## src/rtl/key_rpt_pkg.sv

```systemverilog
package key_rpt_pkg;
  localparam int unsigned DEF_KEYS  = 7;
  localparam int unsigned DEF_FIRST = 30;
  localparam int unsigned DEF_EVERY = 6;

  // signed counter must span -1 .. first+every-1
  function automatic int unsigned cnt_width(input int unsigned first, input int unsigned every);
    return $clog2(first + every) + 1;
  endfunction
endpackage

```

## src/rtl/key_hold_cnt.sv

```systemverilog
module key_hold_cnt #(
  parameter int unsigned FIRST = 30,
  parameter int unsigned EVERY = 6,
  parameter int unsigned CW    = 7
) (
  input  logic                 clk_i,
  input  logic                 rst_ni,
  input  logic                 poll_i,
  input  logic                 key_i,
  output logic signed [CW-1:0] cnt_o,
  output logic signed [CW-1:0] cnt_nxt_o
);
  localparam logic signed [CW-1:0] REL_C   = '1;
  localparam logic signed [CW-1:0] TOP_C   = CW'(FIRST + EVERY - 1);
  localparam logic signed [CW-1:0] FIRST_C = CW'(FIRST);
  localparam logic signed [CW-1:0] ONE_C   = CW'(1);

  logic signed [CW-1:0] cnt_q, cnt_d;

  always_comb begin
    cnt_d = cnt_q;
    if (poll_i) begin
      if (!key_i)             cnt_d = REL_C;
      else if (cnt_q == TOP_C) cnt_d = FIRST_C;  // fold keeps repeat phase
      else                    cnt_d = cnt_q + ONE_C;
    end
  end

  always_ff @(posedge clk_i or negedge rst_ni) begin
    if (!rst_ni) cnt_q <= REL_C;
    else         cnt_q <= cnt_d;
  end

  assign cnt_o     = cnt_q;
  assign cnt_nxt_o = cnt_d;

  assert_release_idle_R5: assert property (@(posedge clk_i) disable iff (!rst_ni)
    (poll_i && !key_i) |=> (cnt_q == REL_C));

  assert_hold_between_polls_R6: assert property (@(posedge clk_i) disable iff (!rst_ni)
    !poll_i |=> $stable(cnt_q));

  assert_cnt_bounded_R4: assert property (@(posedge clk_i) disable iff (!rst_ni)
    (cnt_q >= REL_C) && (cnt_q <= TOP_C));
endmodule

```

## src/rtl/key_fire_dec.sv

```systemverilog
module key_fire_dec #(
  parameter int unsigned FIRST = 30,
  parameter int unsigned CW    = 7
) (
  input  logic                 poll_i,
  input  logic                 key_i,
  input  logic signed [CW-1:0] cnt_nxt_i,
  output logic                 fire_o
);
  localparam logic signed [CW-1:0] ZERO_C  = '0;
  localparam logic signed [CW-1:0] FIRST_C = CW'(FIRST);

  // counter re-enters FIRST once per repeat interval
  assign fire_o = poll_i && key_i && ((cnt_nxt_i == ZERO_C) || (cnt_nxt_i == FIRST_C));
endmodule

```

## src/rtl/key_repeat_gen.sv

```systemverilog
module key_repeat_gen #(
  parameter int unsigned N_KEYS       = key_rpt_pkg::DEF_KEYS,
  parameter int unsigned FIRST_DELAY  = key_rpt_pkg::DEF_FIRST,
  parameter int unsigned REPEAT_EVERY = key_rpt_pkg::DEF_EVERY
) (
  input  logic              clk_i,
  input  logic              rst_ni,
  input  logic              poll_i,
  input  logic [N_KEYS-1:0] key_i,
  output logic [N_KEYS-1:0] evt_o
);
  localparam int unsigned CW = key_rpt_pkg::cnt_width(FIRST_DELAY, REPEAT_EVERY);
  localparam logic signed [CW-1:0] REL_C  = '1;
  localparam logic signed [CW-1:0] WAIT_C = CW'(FIRST_DELAY - 1);
  localparam logic signed [CW-1:0] TOP_C  = CW'(FIRST_DELAY + REPEAT_EVERY - 1);

  logic signed [CW-1:0] cnt_w     [N_KEYS];
  logic signed [CW-1:0] cnt_nxt_w [N_KEYS];
  logic [N_KEYS-1:0]    fire_w;
  logic [N_KEYS-1:0]    evt_q;

  for (genvar k = 0; k < N_KEYS; k++) begin : g_key
    key_hold_cnt #(.FIRST(FIRST_DELAY), .EVERY(REPEAT_EVERY), .CW(CW)) i_cnt (
      .clk_i     (clk_i),
      .rst_ni    (rst_ni),
      .poll_i    (poll_i),
      .key_i     (key_i[k]),
      .cnt_o     (cnt_w[k]),
      .cnt_nxt_o (cnt_nxt_w[k])
    );

    key_fire_dec #(.FIRST(FIRST_DELAY), .CW(CW)) i_dec (
      .poll_i    (poll_i),
      .key_i     (key_i[k]),
      .cnt_nxt_i (cnt_nxt_w[k]),
      .fire_o    (fire_w[k])
    );

    assert_first_press_R2: assert property (@(posedge clk_i) disable iff (!rst_ni)
      (poll_i && key_i[k] && cnt_w[k] == REL_C) |=> evt_q[k]);

    assert_wait_quiet_R3: assert property (@(posedge clk_i) disable iff (!rst_ni)
      (poll_i && key_i[k] && !cnt_w[k][CW-1] && cnt_w[k] < WAIT_C) |=> !evt_q[k]);

    assert_repeat_wrap_R4: assert property (@(posedge clk_i) disable iff (!rst_ni)
      (poll_i && key_i[k] && cnt_w[k] == TOP_C) |=> evt_q[k]);

    assert_release_quiet_R5: assert property (@(posedge clk_i) disable iff (!rst_ni)
      (poll_i && !key_i[k]) |=> !evt_q[k]);
  end

  always_ff @(posedge clk_i or negedge rst_ni) begin
    if (!rst_ni) evt_q <= '0;
    else         evt_q <= fire_w;
  end

  assign evt_o = evt_q;

  assert_no_poll_quiet_R6: assert property (@(posedge clk_i) disable iff (!rst_ni)
    !poll_i |=> (evt_q == '0));
endmodule

```

## config.mk

```make
export PLATFORM = sky130hd
export DESIGN_NAME = key_repeat_gen
export DESIGN_NICKNAME = d
export VERILOG_FILES = /design/src/rtl/key_rpt_pkg.sv /design/src/rtl/key_hold_cnt.sv /design/src/rtl/key_fire_dec.sv /design/src/rtl/key_repeat_gen.sv
export SDC_FILE = /design/constraint.sdc
export NUM_CORES = 1
export LEC_CHECK = 0
export ABC_AREA = 1
export BUFFER_PORTS_ARGS = -buffer_cell sky130_fd_sc_hd__buf_4
export CORE_UTILIZATION = 43
export CTS_CLUSTER_SIZE = 24
export DETAILED_ROUTE_END_ITERATION = 10
export SLEW_MARGIN = 0
export SYNTH_ARGS = -nofsm -noshare
export SYNTH_HDL_FRONTEND = slang
export SYNTH_HIERARCHICAL = 1
export SYNTH_SLANG_ARGS = --single-unit
```

## constraint.sdc

```tcl
create_clock -name clk_i -period 1.73 [get_ports clk_i]
set_input_delay 0 -clock clk_i [delete_from_list [all_inputs] [get_ports clk_i]]
set_output_delay 0 -clock clk_i [all_outputs]
set_load 0.01 [all_outputs]
```

# Yosys cells after proc, flatten, opt, wreduce, memory -nomap -nowiden
# Index checks and enable logic that the tools add are counted.
# W data, S select, Z words.
[word_totals] register_bits=56 in_bits=10 output_inout_bits=7
[op_classes] addsub=7 eq_ne=14 n_mux=21 n_reduce_logical=28
[ops] operator="$mux W7" n=21
[ops] operator="$add A7 B2 Y7 const B" n=7
[ops] operator="$eq A7 B6 Y1 const B" n=7
[ops] operator="$eq A7 B7 Y1 const B" n=7
[ops] operator="$logic_not A7 Y1" n=7
[ops] operator="$logic_and A1 B1 Y1" n=14
[ops] operator="$logic_or A1 B1 Y1" n=7

# Longest topological paths before layout
[depth] ltp_word=7 mapped_depth=11 mapped_depth_nobuf=11

# By module
# Netlist, hierarchy kept.
[by_module_without_submodules] mod="key_hold_cnt" n_inst=7 cells_each=50 area_each_um2=432.9
[by_module_without_submodules] mod="key_fire_dec" n_inst=7 cells_each=16 area_each_um2=67.6
[by_module_without_submodules] mod="key_repeat_gen" n_inst=1 cells_each=7 area_each_um2=175.2

# Worst setup path before layout
# No wires, ideal clock.
[synth_path] path_type="reg-to-reg" startpoint="reg g_key[0].i_cnt.cnt_q[0]" endpoint="reg evt_q[0], in the netlist evt_o[0]" setup_ns=0.113 arrival_ns=1.367 path_slack_ns=0.250 stages_incl_launch_ff=12 synth_period_minus_slack_ns=1.480 path_cell_list="dfstp_2 -> ha_1 -> nand2_1 -> nand3b_4 -> nand2_1 -> nand2_2 -> nand2_1 -> nor2_1 -> nand2_1 -> nand2_1 -> nand2_1 -> nor2_2"
[synth_lines] item="start, declared" line="key_hold_cnt.sv:18" text="logic signed [CW-1:0] cnt_q, cnt_d;"
[synth_lines] item="start signal, assigned" line="key_hold_cnt.sv:31" text="else cnt_q <= cnt_d;"
[synth_lines] item="end signal, assigned" line="key_repeat_gen.sv:54" text="else evt_q <= fire_w;"
[synth_lines] item="end, declared" line="key_repeat_gen.sv:20" text="logic [N_KEYS-1:0] evt_q;"

==> summary.txt <==
CP max-delay cell -> dfstp_2
Static Leak -> 2.43 nW
Die W -> 94.5 um
max incr delay on CP -> 0.57 ns
Slew @ Worst Pin -> 0.715 ns
Max Clk Rate -> 596 MHz
synth top area cells -> dfstp_2, nand2_1, inv_1, nor2_1, dfrtp_1
minimum clock period -> 1.68 ns
met3 Use GR -> 2.90%
IO Port Bufs -> 16
setup_tns -> 0 ns
Starting Density -> 44.5%
worst min path class -> input port to flip-flop
pin count of the biggest net entering global routing -> 57
reg2reg path depth -> 11
Mapped Area -> 3680 um2
nets@finish -> 513
dpl cell area -> 3920 um2
io pins -> 17
Crit Path Category -> flip-flop to flip-flop
Hold Path End -> g_key[0].i_cnt/cnt_o[3]$_DFF_PN1_
Top cell by count, worst path -> nand2_1
Initial DRC Count -> 92
Synth Register Bits -> 56
Worst EP required -> 1.98 ns
Cell Rows -> 33
TritonCTS clock tree -> done
RR Endpoint -> evt_o[3]$_DFF_PN0_
Startpoint Class -> flip-flop
routed len/inst -> 11.5 um
first-pass GRT wire length -> 12000 um
sequential area share after synthesis -> 39.8%
CTS Buf Count -> 5
Clock Skews -> 0.00522 ns
ANT nets after route -> 0
# setup viols final -> 0
Die ar. -> 8930 um2
fin crit share -> 97.0%
Post-synth EDFFs -> 0
max-slew violations -> 0
worst-skew pair later-pin latency -> 0.31 ns
synthesized area per cell -> 7.84 um2
max-cap violation count -> 0
HPWL Detailed -> 5100 um
WL final -> 6940 um
CP arrival -> 1.92 ns
top cell type's share of synthesized area -> 35.0%
placer congestion estimate -> 0.773
Synth Warn # -> 6
power density cells -> 1280 nW/um2
CP Capture Type -> flip-flop
GR met2 Demand/Resource -> 29.2%
Worst VDD drop -> 0.536 mV
cells along the critical path -> buf_4, nand2_1, inv_1, nand3_1, xor2_1, nand2_2, nor2_2, nand2_1, nand2_1, nand2_1, nor2_2
Post-Synthesis Cells -> 469
antenna violations before repair -> 0
H-tree depth -> 2
synth cell count leaders -> nand2_1, inv_1, nor2_1
cell area after layout -> 4260 um2
CTS Buffer Depth -> 2
Min Hold Slack -> 0.0150 ns
worst-path fanout max -> 3
crit path buf inv count -> 2
All-Layer GR Usage -> 16.8%
cell taking the most area after synthesis -> dfstp_2
vias per cell -> 4.89
Hold Startpoint -> key_i[0]
Die Span Y -> 94.5 um
clock-pin slew on the worst setup and hold paths -> 0.10 ns
Fillers -> 801
vias in the first global route -> 2829
drt first pass iters -> 4
area grow syn2layout -> 15.9%
hold path depth -> 4
Slew HR -> 52.4%
r2r setup slk -> 0.05 ns
post-synth net total -> 486
gr ovfl total -> 0
Post-synth ARST share -> 100%
status -> finished, final reports clean
dominant synthesized flop cell -> dfstp_2
Root Driver -> clkbuf_8
diodes inserted -> 0
layout cells sized above 1 -> 32.0%
Clock Sinks -> 56
busiest grt layer -> met2
top-count cell post-synth -> nand2_1
via count -> 2944
CP delay by family, top -> simple AND/OR/NAND/NOR gates
post-synth cell types -> 20
DRC viols -> 0
Hold Vio Cnt, Final -> 0
core area -> 8260 um2
RR Startpoint -> g_key[3].i_cnt/cnt_o[0]$_DFF_PN1_
grt met1 use -> 21.3%
==> tightest hold or removal path, cell delays in order <==
cell	delay (ns)
buf_4	0.10
nand2_1	0.06
nand2_2	0.08
nand2_2	0.07
==> how the worst max path moves through the flow <==
stage                                       from  depth (start not counted)  slack, ns                  to
3_3_place_gp   g_key[5].i_cnt/cnt_o[0]$_DFF_PN1_                         10       0.11  evt_o[5]$_DFF_PN0_
6_report       g_key[3].i_cnt/cnt_o[0]$_DFF_PN1_                         11       0.05  evt_o[3]$_DFF_PN0_
4_1_cts        g_key[4].i_cnt/cnt_o[1]$_DFF_PN1_                         10       0.07  evt_o[4]$_DFF_PN0_
3_5_place_dp   g_key[4].i_cnt/cnt_o[1]$_DFF_PN1_                         11       0.09  evt_o[4]$_DFF_PN0_
5_1_grt        g_key[3].i_cnt/cnt_o[0]$_DFF_PN1_                         11      -0.04  evt_o[3]$_DFF_PN0_
2_1_floorplan  g_key[0].i_cnt/cnt_o[0]$_DFF_PN1_                         11       0.25  evt_o[0]$_DFF_PN0_
==> where the power goes <==
| part | internal, W | switching (W) | total, W |
|---|---|---|---|
| Sequential | 0.00192 | 0.000398 | 0.00232 |
| Clock | 0.000511 | 0.000412 | 0.000923 |
| Combinational | 0.000885 | 0.00131 | 0.00219 |
==> layout make-up <==
type / instances / area [um2] / share of cell area, %
Clock inverter: 1 / 30.0 / 0.705
Sequential cell: 56 / 1460 / 34.3
Multi-Input combinational cell: 329 / 2010 / 47.1
Inverter: 77 / 289 / 6.78
Timing Repair Buffer: 27 / 245 / 5.75
Tap cell: 105 / 131 / 3.08
Clock buffer: 7 / 96.3 / 2.26
==> flip-flops by register name, summed over array words and instances, names as in the netlist <==
signal             flops
g_key.i_cnt/cnt_o     49
evt_o                  7
==> stage by stage <==
stage	utilization (%)	instances	power (W)	setup WS, ns
2_1_floorplan	-	469	0.00394	0.250
3_3_place_gp	47.4	585	0.00434	0.115
3_5_place_dp	47.4	585	0.00440	0.0930
4_1_cts	49.8	600	0.00537	0.0722
5_1_grt	51.6	602	0.00592	-0.0444
6_report	51.6	602	0.00544	0.0514
==> per-layer routing <==
| metal | part of all wire, % | vias up |
|---|---|---|
| met5 | 0 | - |
| met4 | 1.1 | 0 |
| met3 | 1.3 | 6 |
| met2 | 51 | 18 |
| met1 | 47 | 1394 |
| li1 | - | 1526 |
==> cells by family after synthesis <==
kind of cell,share of synthesized area [%]
buffers and inverters,9.29
adder cells (fa/ha/maj),2.38
flip-flops,39.8
AND/OR/NAND/NOR,32.4
XOR/XNOR,3.33
AO/OA/AOI/OAI,12.9
==> repair_timing <==
item	4_1_cts	5_1_grt
buffers inserted	0	2
endpoints found under the setup margin	0	7
gates resized for setup	0	27
hold endpoints to repair	13	0
hold buffers	7	0
==> cells in the final DEF, fill, tap and decap left out, types with 13 or more instances in the layout <==
| cell | n |
|---|---|
| nor2_2 | 15 |
| nor2_1 | 62 |
| buf_4 | 18 |
| a21oi_2 | 19 |
| nand3_1 | 35 |
| dfstp_2 | 49 |
| inv_1 | 77 |
| xor2_1 | 14 |
| nand2_1 | 100 |
| o21bai_1 | 13 |
(Power assumes the default switching activity.)
